[src/rtl/dma_mode_pkg.sv]
// Package: shared types for the DMA transfer-mode controller.
// Assumes the stored mode field order matches mode byte bits 7:2.
package dma_mode_pkg;

    typedef enum logic [1:0] {
        MD_DEMAND  = 2'b00,
        MD_SINGLE  = 2'b01,
        MD_BLOCK   = 2'b10,
        MD_CASCADE = 2'b11
    } xfer_mode_e;

    // Field order equals mode byte bits 7:6, 5, 4, 3:2.
    typedef struct packed {
        xfer_mode_e mode;
        logic       dec;
        logic       autoinit;
        logic [1:0] xtype;
    } chan_mode_t;

    localparam int MODE_FIELD_W = $bits(chan_mode_t);

endpackage

[src/rtl/dma_mode_regs.sv]
// Module: per-channel mode register file with a read port for the
// serviced channel. Assumes one write per cycle and a channel number
// carried in the low bits of the written byte.
module dma_mode_regs
    import dma_mode_pkg::*;
#(
    parameter int NUM_CH = 4,
    parameter int BYTE_W = 8,
    localparam int CH_W  = $clog2(NUM_CH)
) (
    input  logic              clk,
    input  logic              rst_n,
    input  logic              wr_en,
    input  logic [BYTE_W-1:0] wr_byte,
    input  logic [CH_W-1:0]   rd_ch,
    output chan_mode_t        rd_cfg
);

    chan_mode_t cfg_q [NUM_CH];

    for (genvar g = 0; g < NUM_CH; g++) begin : g_ch
        // Load this channel when the write addresses it; clear on reset.
        always_ff @(posedge clk) begin
            if (!rst_n) begin
                cfg_q[g] <= '0;
            end else if (wr_en && (wr_byte[CH_W-1:0] == CH_W'(g))) begin
                cfg_q[g] <= chan_mode_t'(wr_byte[BYTE_W-1 -: MODE_FIELD_W]);
            end
        end
    end

    // Select the configuration of the serviced channel.
    always_comb begin
        rd_cfg = cfg_q[rd_ch];
    end

endmodule

[src/rtl/dma_end_detect.sv]
// Module: combinational termination rule for the serviced channel.
// Assumes inputs are already synchronous to clk; eop_n is active low.
module dma_end_detect
    import dma_mode_pkg::*;
(
    input  xfer_mode_e mode,
    input  logic       dack,
    input  logic       dreq,
    input  logic       xfer_done,
    input  logic       ready,
    input  logic       tc,
    input  logic       eop_n,
    output logic       end_now,
    output logic       tc_end
);

    logic done_ok;
    logic eop;

    // Qualify a completed transfer and decode the per-mode stop rule.
    always_comb begin
        done_ok = xfer_done && ready;
        eop     = !eop_n;
        tc_end  = 1'b0;
        end_now = 1'b0;
        if (dack) begin
            unique case (mode)
                MD_DEMAND: begin
                    tc_end  = done_ok && tc;
                    end_now = tc_end || eop || !dreq;
                end
                MD_SINGLE: begin
                    tc_end  = done_ok && tc;
                    end_now = done_ok || eop;
                end
                MD_BLOCK: begin
                    tc_end  = done_ok && tc;
                    end_now = tc_end || eop;
                end
                MD_CASCADE: begin
                    end_now = !dreq;
                end
                default: begin
                    end_now = 1'b0;
                end
            endcase
        end
    end

endmodule

[src/rtl/dma_svc_seq.sv]
// Module: registers the service flags. Gives one end pulse per service
// and holds continue low until acknowledge has dropped.
module dma_svc_seq (
    input  logic clk,
    input  logic rst_n,
    input  logic dack,
    input  logic end_now,
    input  logic tc_end,
    input  logic autoinit,
    output logic svc_cont,
    output logic svc_end,
    output logic reload
);

    logic ended_q;
    logic fire;

    // An end is taken only once per acknowledge period.
    always_comb begin
        fire = dack && end_now && !ended_q;
    end

    // Track that service ended while acknowledge is still high.
    always_ff @(posedge clk) begin
        if (!rst_n) begin
            ended_q <= 1'b0;
        end else if (!dack) begin
            ended_q <= 1'b0;
        end else if (end_now) begin
            ended_q <= 1'b1;
        end
    end

    // Register the continue, end and reload outputs.
    always_ff @(posedge clk) begin
        if (!rst_n) begin
            svc_cont <= 1'b0;
            svc_end  <= 1'b0;
            reload   <= 1'b0;
        end else begin
            svc_cont <= dack && !ended_q && !end_now;
            svc_end  <= fire;
            reload   <= fire && tc_end && autoinit;
        end
    end

endmodule

[src/rtl/dma_mode_ctrl.sv]
// Module: top of the DMA transfer-mode controller. Stores four mode
// bytes and applies the serviced channel's rule for ending service.
// Assumes svc_ch is stable while dack is high.
module dma_mode_ctrl
    import dma_mode_pkg::*;
#(
    parameter int NUM_CH = 4,
    parameter int BYTE_W = 8,
    localparam int CH_W  = $clog2(NUM_CH)
) (
    input  logic              clk,
    input  logic              rst_n,
    input  logic              mode_wr,
    input  logic [BYTE_W-1:0] mode_byte,
    input  logic [CH_W-1:0]   svc_ch,
    input  logic              dreq,
    input  logic              dack,
    input  logic              xfer_done,
    input  logic              ready,
    input  logic              tc,
    input  logic              eop_n,
    output logic              svc_cont,
    output logic              svc_end,
    output logic              addr_dec,
    output logic [1:0]        xfer_type,
    output logic              reload
);

    chan_mode_t cfg;
    logic       end_now;
    logic       tc_end;

    dma_mode_regs #(.NUM_CH(NUM_CH), .BYTE_W(BYTE_W)) u_regs (
        .clk     (clk),
        .rst_n   (rst_n),
        .wr_en   (mode_wr),
        .wr_byte (mode_byte),
        .rd_ch   (svc_ch),
        .rd_cfg  (cfg)
    );

    dma_end_detect u_end (
        .mode      (cfg.mode),
        .dack      (dack),
        .dreq      (dreq),
        .xfer_done (xfer_done),
        .ready     (ready),
        .tc        (tc),
        .eop_n     (eop_n),
        .end_now   (end_now),
        .tc_end    (tc_end)
    );

    dma_svc_seq u_seq (
        .clk      (clk),
        .rst_n    (rst_n),
        .dack     (dack),
        .end_now  (end_now),
        .tc_end   (tc_end),
        .autoinit (cfg.autoinit),
        .svc_cont (svc_cont),
        .svc_end  (svc_end),
        .reload   (reload)
    );

    // Report direction and type; type is masked in cascade mode.
    always_comb begin
        addr_dec  = cfg.dec;
        xfer_type = (cfg.mode == MD_CASCADE) ? 2'b00 : cfg.xtype;
    end

endmodule

[config.mk]
export PLATFORM = sky130hd
export DESIGN_NAME = dma_mode_ctrl
export DESIGN_NICKNAME = d
export VERILOG_FILES = /design/src/rtl/dma_mode_pkg.sv /design/src/rtl/dma_mode_regs.sv /design/src/rtl/dma_end_detect.sv /design/src/rtl/dma_svc_seq.sv /design/src/rtl/dma_mode_ctrl.sv
export SDC_FILE = /design/constraint.sdc
export NUM_CORES = 1
export LEC_CHECK = 0
export BUFFER_PORTS_ARGS = -buffer_cell sky130_fd_sc_hd__buf_2
export CAP_MARGIN = 10
export CORE_MARGIN = 2
export CORE_UTILIZATION = 54
export DETAILED_ROUTE_END_ITERATION = 8
export PLACE_DENSITY = 0.88
export SYNTH_ARGS = -nofsm -noshare
export SYNTH_HDL_FRONTEND = slang
export SYNTH_SLANG_ARGS = --single-unit
[constraint.sdc]
create_clock -name clk -period 2.5 [get_ports clk]
set_input_delay 0.75 -clock clk [delete_from_list [all_inputs] [get_ports clk]]
set_output_delay 0.75 -clock clk [all_outputs]
set_load 0.02 [all_outputs]
# Word-level counts from Yosys, hierarchy flattened
# Memory sizes are Yosys's and may differ from the RTL's.
# Index checks and enable logic that the tools add are counted.
op_classes:
  n_addsub: 0
  n_mul: 0
  div_mod_pow: 0
  order_cmp: 0
  n_eq_ne: 6
  shift: 0
  mux: 22
  n_bitwise: 4
  reduce_logical: 23
ops:
  columns: ["cell", "n"]
  rows:
  - ["$mux W6", 4]
  - ["$mux W1", 16]
  - ["$logic_and A1 B1 Y1", 12]
  - ["$eq A2 B2 Y1 const B", 4]
  - ["$eq A2 B1 Y1 const B", 2]
  - ["$logic_not A1 Y1", 4]
  - ["$logic_not A2 Y1", 2]
  - ["$or A1 B1 Y1", 4]
  - ["$pmux W1 S4", 1]
  - ["$logic_or A1 B1 Y1", 3]
  - ["$reduce_or A3 Y1", 1]
  - ["$mux W2", 1]
  - ["$reduce_and A2 Y1", 1]
word_totals:
  register_bits: 4
  latch_bits: 0
  mem_bits_rw: 24
  romBits: 0
  in_bits: 19
  out_inout_bits: 6
  mem_count: 1
memory_table:
  columns: ["name", "depth", "word_bits", "rd", "rd_clocked_by_memory_dff", "wr", "line", "text"]
  rows:
  - ["u_regs.cfg_q", 4, 6, 1, 0, 4, "dma_mode_regs.sv:19", "chan_mode_t cfg_q [NUM_CH];"]

# Longest topological paths before layout
# Gate-level depths: netlist (run 1).
logic_depth:
  ltp_word: 10
  mapped_depth: 5

# Modules after synthesis
# A second synthesis (run 1) with hierarchy kept.
hier_totals:
  hier_cells: 90
  hier_area_um2: 1286.2
by_module_without_submodules:
  columns: ["module", "instances", "cells_per_inst", "area_per_inst_um2"]
  rows:
  - ["dma_mode_regs", 1, 66, 1092.3]
  - ["dma_svc_seq", 1, 10, 112.6]
  - ["dma_end_detect", 1, 12, 66.3]
  - ["dma_mode_ctrl", 1, 2, 15.0]

# Least setup slack after synthesis (run 1)
# Ideal clock, no wire load.
synth_timing:
  path_kind: "input to output"
  startpoint: "input port svc_ch[0]"
  endpoint: "output port xfer_type[0]"
  arrival_time_ps: 1587
  path_slack_ps: 163
  stages: 3
  path_cell_list: "buf_6 > mux4_1 > nor2b_1"
synth_via:
  elab_chain_cells: 3
synth_lines:
  columns: ["element", "line", "text"]
  rows:
  - ["from (decl)", "dma_mode_ctrl.sv:15", "input logic [CH_W-1:0] svc_ch,"]
  - ["$mem_v2 Z4 W6 (*)", null, null]
  - ["$eq A2 B2 Y1", "dma_mode_ctrl.sv:69", "xfer_type = (cfg.mode == MD_CASCADE) ? 2'b00 : cfg.xtype;"]
  - ["$mux W2 (*)", "dma_mode_ctrl.sv:69", null]
  - ["to (decl)", "dma_mode_ctrl.sv:25", "output logic [1:0] xfer_type,"]
# Mark *: on every way between the ends. The rest lies on a longest branch, timed or not.

# Final worst setup path (run 1)
layout_timing:
  startpoint: "input port svc_ch[0]"
  endpoint: "output port xfer_type[1]"
# Same word-level chain as after synthesis.

==> results.md, run 1 <==
* CTS tree: built
* Final hold vios at 0
* Fin crit period at 2.45 ns
* Post-Synthesis Cells at 95
* IR drop worst, VDD at 0.000428 V
* Antenna violations before repair at 0
* Clk_lat worst skew at 0.32 ns
* Final setup TNS at 0 ns
* Simple-gate share of the synthesized area at 20.6%
* Max stage delay on crit path at 0.53 ns
* Worst-margin pin slew at 0.390 ns
* Critical path cell sequence: buf_4, mux4_1, nor2b_1, buf_2
* Starting Density at 55.6%
* Adder-cell share of the synthesized area at 0%
* EDFF count, synth at 24
* Clock-pin slew on the worst setup and hold paths at 0.13 ns
* Final worst slack at 0.0523 ns
* Post-DP HPWL at 1830 um
* Register area share after synthesis at about three fifths
* Fin Clk Skew at just over 0.002 ns
* Yosys reg bits at 28
* Synth Area in Compound Gates at around 4.3%
* Outcome: completed
* Max_cap viols at 0
* Synth area leader: edfxtp_1
* Netlist cell types at 21
* Max Clock Freq at 409 MHz
* Setup violators final at 0
* Chip height at 54.0 um
* Remaining Overflow, GRT at 0
* Maximum root-to-sink buffer count at 2
* Asr flop ratio synth at 0%
* IO Pins at 25
* Routability cong. at 0.766
* Final WL at 2380 um
* Drt wl/cell at 15.2 um
* Final net count at 147
* Element type at the critical path end: output port
* Vias per std cell at 5.34
* Layout cells sized above 1 at 29.1%
* Synth warnings at 0
* Vias in the first global route at 897
* Pleak at 0.631 nW
* Routed Antenna Nets at 0
* Placed Cells at 153
* Cell Rows at 18
* Layout Utilization at between 60 and 70%
* Tot GR Track Use at 20.6%
* Post-CTS Setup Repair Bufs at 0
* Synth Cell Area at 1350 sq um
* Post-route insts no fill at 157
* Syn Nets at about 110
* CP max-delay cell: mux4_1
* Drt drc at 0
* RSZ-0062 raised after global routing: false
* N_diodes at 0
* Num Clock Sinks at 28
* Tcrit/Tclk final at 97.9%
* Layout area overhead at 15.2%
* Pin count of the biggest net entering global routing at 16
* CTS resizes at 1
* Die width at 54.0 um
* Max-slew violations at 0
* Most used DFF post-synth: edfxtp_1
* Relative slew slack at 73.9%
* Syn_area_per_cell at 14.2 sq um
* Synth Area in XOR/XNOR at 2.59%
* Largest family of logic cells by synthesized area: simple AND/OR/NAND/NOR gates
* Clk root buf: clkbuf_4
* Vias at about 840
* Pwr dens at between 500 and 600 nW/um^2
* Die ar. at approximately 3000 sq um
* Fin Hold WS at 0.485 ns
* CTS Hold Bufs at 0
* Worst Hold Class: flop to flop
* Startpoint types: input pin
* Core area at roughly 2400 sq um
* WS Path Type: input pin to output port
* PortBufs at 24
* Synth area leaders: edfxtp_1, and2_1, mux4_1
* Initial DRC count at 19
* Buffers & Inverters on Critical Path at 2
* Setup slack at placement at -0.0132 ns
* First-pass GRT wire length at 4060 um
* Critical Path AT at between 1.5 and 2 ns
* Crit path max fanout at 5
* H-tree levels at 1
* Worst path required time at approximately 1.8 ns
* Pre-antenna DRT Iters at 4
* Critical path's top delay family: multiplexers
* Cts bufs inserted at 3
* Post-synth top area share at 53.3%
* Multiplexer share of the synthesized area at 11.4%
flip-flops by register name (all words and copies together) (netlist names):
register / flops
u_regs.cfg_q: 24
u_seq.reload: 1
u_seq.svc_end: 1
u_seq.ended_q: 1
u_seq.svc_cont: 1
through the flow:
step,instance area [sq um],power [W]
3_3_place_gp,1530,0.000684
5_1_grt,1560,0.000903
6_report,1560,0.000863
3_5_place_dp,1530,0.000692
4_1_cts,1560,0.000868
2_1_floorplan,1350,0.000640
power breakdown:
part           switching (W)  internal, W  total (W)
Sequential         0.0000150     0.000540   0.000555
Combinational      0.0000629    0.0000635   0.000126
Clock               0.000119    0.0000625   0.000182
worst paths after layout:
kind / start / to / slack [ns] / cells past startpoint
hold reg to reg: u_seq.ended_q / u_seq.svc_cont / 0.49 / 1
setup reg to reg: u_regs.cfg_q[0][4] / u_seq.svc_end / 0.99 / 4
hold / removal: u_seq.ended_q / u_seq.svc_cont / 0.49 / 1
setup / recovery: svc_ch[0] / xfer_type[1] / 0.05 / 4
synthesized netlist by cell type (all sizes together), types with 2 or more instances:
cell type / number
and2: 25
buf: 2
dfxtp: 4
edfxtp: 24
mux4: 6
nand2: 5
nand2b: 2
nand4: 3
nand4b: 2
nor2: 5
nor2b: 2
o21ai: 4
xor2: 4
cell families after synthesis:
family          Yosys count
xor+xnor                  4
simple gates             47
buf+inv                   3
mux                       6
compound gates            7
flops                    28
layer usage:
metal	track usage, %	wire length (um)	vias to the layer above
li1	-	-	416
met1	24.9	960	396
met2	38.2	1300	24
met3	4.17	118	2
met4	3.75	4	0
met5	0	0	-
layout make-up:
type                       instances  area (sq um)
inverter                           1          3.75
clock buffer                       4          26.3
fill                             184           875
multi-input combinational         64           522
sequential                        28           801
timing repair buffer              30           168
tap                               30          37.5
layout by cell type, fill, tap and decap left out, types with 3 or more instances in the layout:
| cell type | n |
|---|---|
| and2_1 | 25 |
| buf_2 | 23 |
| buf_4 | 7 |
| clkbuf_4 | 3 |
| dfxtp_1 | 4 |
| edfxtp_1 | 24 |
| mux4_1 | 4 |
| nand2_1 | 5 |
| nand4_1 | 3 |
| nor2_1 | 5 |
| o21ai_0 | 4 |
| xor2_1 | 4 |
(Power assumes the default switching activity.)
==> run 2, diff against run 1 <==
--- a/config.mk
+++ b/config.mk
@@ -5,6 +5,7 @@
 export SDC_FILE = /design/constraint.sdc
 export NUM_CORES = 1
 export LEC_CHECK = 0
+export ABC_AREA = 1
 export BUFFER_PORTS_ARGS = -buffer_cell sky130_fd_sc_hd__buf_2
 export CAP_MARGIN = 10
 export CORE_MARGIN = 2
==> run 2 against run 1 <==
Combinational power increased by 9.5%; synthesized cell count increased by 56%; global-route usage decreased by 0.16 points; clock power increased by 64%; final cell count increased by 30%; core utilization unchanged; wire length increased by 13%; area after synthesis unchanged; sequential cell count unchanged; total power increased by 14%; critical path depth increased by 5; design area unchanged; largest cell class unchanged.
==> results.md, run 2 <==
* EDFF count, synth at 24 (unchanged)
* Commonest non-fill, non-tap cell in the layout: nor2_1 (was and2_1)
* Yosys reg bits at 28 (unchanged)
* Antenna violations before repair at 0 (unchanged)
* Worst path required time at 1.75 ns (about the same)
* Post-CTS Setup Repair Bufs at 0 (unchanged)
* Syn_area_per_cell at 9.14 sq um (was 14.2 sq um)
* Routed Antenna Nets at 0 (unchanged)
* Cts bufs inserted at 3 (unchanged)
* Core area at 2430 sq um (unchanged)
* CTS resizes at 0 (was 1)
* Syn Nets at 167 (was 114)
* Die width at 54.0 um (unchanged)
* Pwr dens at 633 nW/um^2 (was 554 nW/um^2)
* Num Clock Sinks at 28 (unchanged)
* Worst hold path depth at 3 (was 1)
* Sequential cell area at 801 sq um (unchanged)
* Routability cong. at 0.722 (was 0.766)
* Register area share after synthesis at 59.2% (unchanged)
* Remaining Overflow, GRT at 0 (unchanged)
* Drt drc at 0 (unchanged)
* Cell Rows at 18 (unchanged)
* R2R setup slack at 1.37 ns (was 0.99 ns)
* Top reg by flops: u_regs.cfg_q (unchanged)
* CTS Hold Bufs at 0 (unchanged)
* Pin count of the biggest net entering global routing at 17 (was 16)
* Fin Clk Skew at 0.0144 ns (was 0.00205 ns)
* Final net count at 194 (was 147)
* First-pass GRT wire length at 4110 um (was 4060 um)
* Die ar. at 2920 sq um (unchanged)
* Crit path max fanout at 8 (was 5)
* Vias per std cell at 5.23 (was 5.34)
* FF-to-FF Start: u_regs.cfg_q[0][4] (unchanged)
* Synth area leader: edfxtp_1 (unchanged)
* Vias at 1066 (was 838)
* N_diodes at 0 (unchanged)
* Fin crit period at 2.40 ns (was 2.45 ns)
* Layout cells sized above 1 at 27.6% (was 29.1%)
* Critical Path AT at 1.65 ns (was 1.70 ns)
* Netlist cell types at 17 (was 21)
* Worst hold start: u_seq.ended_q (unchanged)
* Relative slew slack at 76.9% (was 73.9%)
* Element type at the critical path end: output port (unchanged)
* Post-DP HPWL at 1990 um (was 1830 um)
* IR drop worst, VDD at 0.000400 V (was 0.000428 V)
* Vias in the first global route at 964 (was 897)
* H-tree levels at 1 (unchanged)
* R2r endpoint: u_seq.svc_end (unchanged)
* Initial DRC count at 57 (was 19)
* Starting Density at 55.6% (unchanged)
* Maximum root-to-sink buffer count at 2 (unchanged)
* CTS tree: built (unchanged)
* Post-synth top area share at 53.3% (unchanged)
* Pleak at 0.733 nW (was 0.631 nW)
* Final hold vios at 0 (unchanged)
* WS Path Type: input pin to output port (unchanged)
* Synth area leaders: edfxtp_1, nor2_1, nand2_1 (was edfxtp_1, and2_1, mux4_1)
* Asr flop ratio synth at 0% (unchanged)
* Synth warnings at 0 (unchanged)
* Tcrit/Tclk final at 96.2% (was 97.9%)
* Max Clock Freq at 416 MHz (was 409 MHz)
* Drt wl/cell at 13.2 um (was 15.2 um)
* Max-slew violations at 0 (unchanged)
* PortBufs at 24 (unchanged)
* Layout area overhead at 15.2% (unchanged)
* Most used DFF post-synth: edfxtp_1 (unchanged)
* Worst-margin pin slew at 0.346 ns (was 0.390 ns)
* Startpoint types: input pin (unchanged)
* Max_cap viols at 0 (unchanged)
* IO Pins at 25 (unchanged)
* Final WL at 2680 um (was 2380 um)
* Final worst slack at 0.0956 ns (was 0.0523 ns)
* Post-Synthesis Cells at 148 (was 95)
* Clk root buf: clkbuf_4 (unchanged)
* Count leader, synth: nor2_1 (was and2_1)
* Synth Cell Area at 1350 sq um (unchanged)
* Worst Hold Class: flop to flop (unchanged)
* Max reg flops at 24 (unchanged)
* Reg2reg path depth at 10 (was 4)
* Chip height at 54.0 um (unchanged)
* Commonest cells after routing, fill and taps aside: nor2_1, edfxtp_1, buf_2 (was and2_1, edfxtp_1, buf_2)
* Setup violators final at 0 (unchanged)
* Clk_lat worst skew at 0.34 ns (was 0.32 ns)
* Tot GR Track Use at 20.5% (was 20.6%)
* Outcome: completed (unchanged)
* Layout fillers at 209 (was 184)
* Post-synth top cells: nor2_1, edfxtp_1, nand2_1, inv_1, nand2_2 (was and2_1, edfxtp_1, mux4_1, nand2_1, nor2_1)
* Area of the multi-input gates at 453 sq um (was 522 sq um)
* Pre-antenna DRT Iters at 4 (unchanged)
* Fin Hold WS at 0.524 ns (was 0.485 ns)
* Setup slack at placement at 0.0643 ns (was -0.0132 ns)
* WHS Endpoint: u_seq.svc_cont (unchanged)
* Clock-pin slew on the worst setup and hold paths at 0.16 ns (was 0.13 ns)
## run 2: logic make-up after synthesis
group	share of synthesized area, %
compound gates	4.63
flops	59.2
buf+inv	7.49
simple gates	28.7
## run 2: how the worst max path moves through the flow
stage | from | end | slack [ns]
after floorplan | svc_ch[0] | xfer_type[0] | 0.18
after global placement | svc_ch[0] | xfer_type[1] | 0.10
after detailed placement | svc_ch[0] | xfer_type[1] | 0.06
after CTS | svc_ch[0] | xfer_type[1] | 0.06
after global routing | svc_ch[1] | xfer_type[1] | -0.003
final | svc_ch[1] | xfer_type[1] | 0.1
## run 2: area by class of cell
class,instances,area share [%]
Clock inverter,1,1.93
Multi-Input combinational cell,97,29.1
Tap cell,30,2.41
Timing Repair Buffer,26,9.00
Sequential cell,28,51.4
Inverter,19,4.74
Clock buffer,3,1.45
## run 2: metrics by stage
stage | area, sq um | total power [W] | setup TNS [ns] | util (%) | std cells
after floorplan | 1350 | 0.000650 | 0 | - | 148
after CTS | 1550 | 0.000978 | 0 | 63.6 | 204
after detailed placement | 1500 | 0.000696 | 0 | 61.5 | 200
after global placement | 1500 | 0.000688 | 0 | 61.5 | 200
after global routing | 1560 | 0.00102 | -0.00252 | 64.0 | 204
final | 1560 | 0.000987 | 0 | 64.0 | 204
## run 2: routing by layer
metal | routed length (um) | vias to the layer above | track usage, % | part of all wire, %
met5 | 0 | - | 0 | 0
met1 | 1070 | 482 | 24.9 | 40
met4 | 16 | 0 | 6.25 | 0.60
met2 | 1390 | 50 | 38.2 | 52
li1 | - | 531 | - | -
met3 | 201 | 3 | 1.67 | 7.5
## run 2: where the power goes
part           internal, W  leakage (nW)  switching (W)
clock             0.000162        0.0279       0.000136
combinational    0.0000475         0.436      0.0000907
sequential        0.000540         0.269     0.00000994
## run 2: critical path, cell delays in order
cell and delay, ns:
buf_2 0.16, inv_2 0.14, nand3_2 0.09, nand2_2 0.08
inv_2 0.05, nand2_4 0.06, inv_1 0.06, a21oi_1 0.11
buf_4 0.15
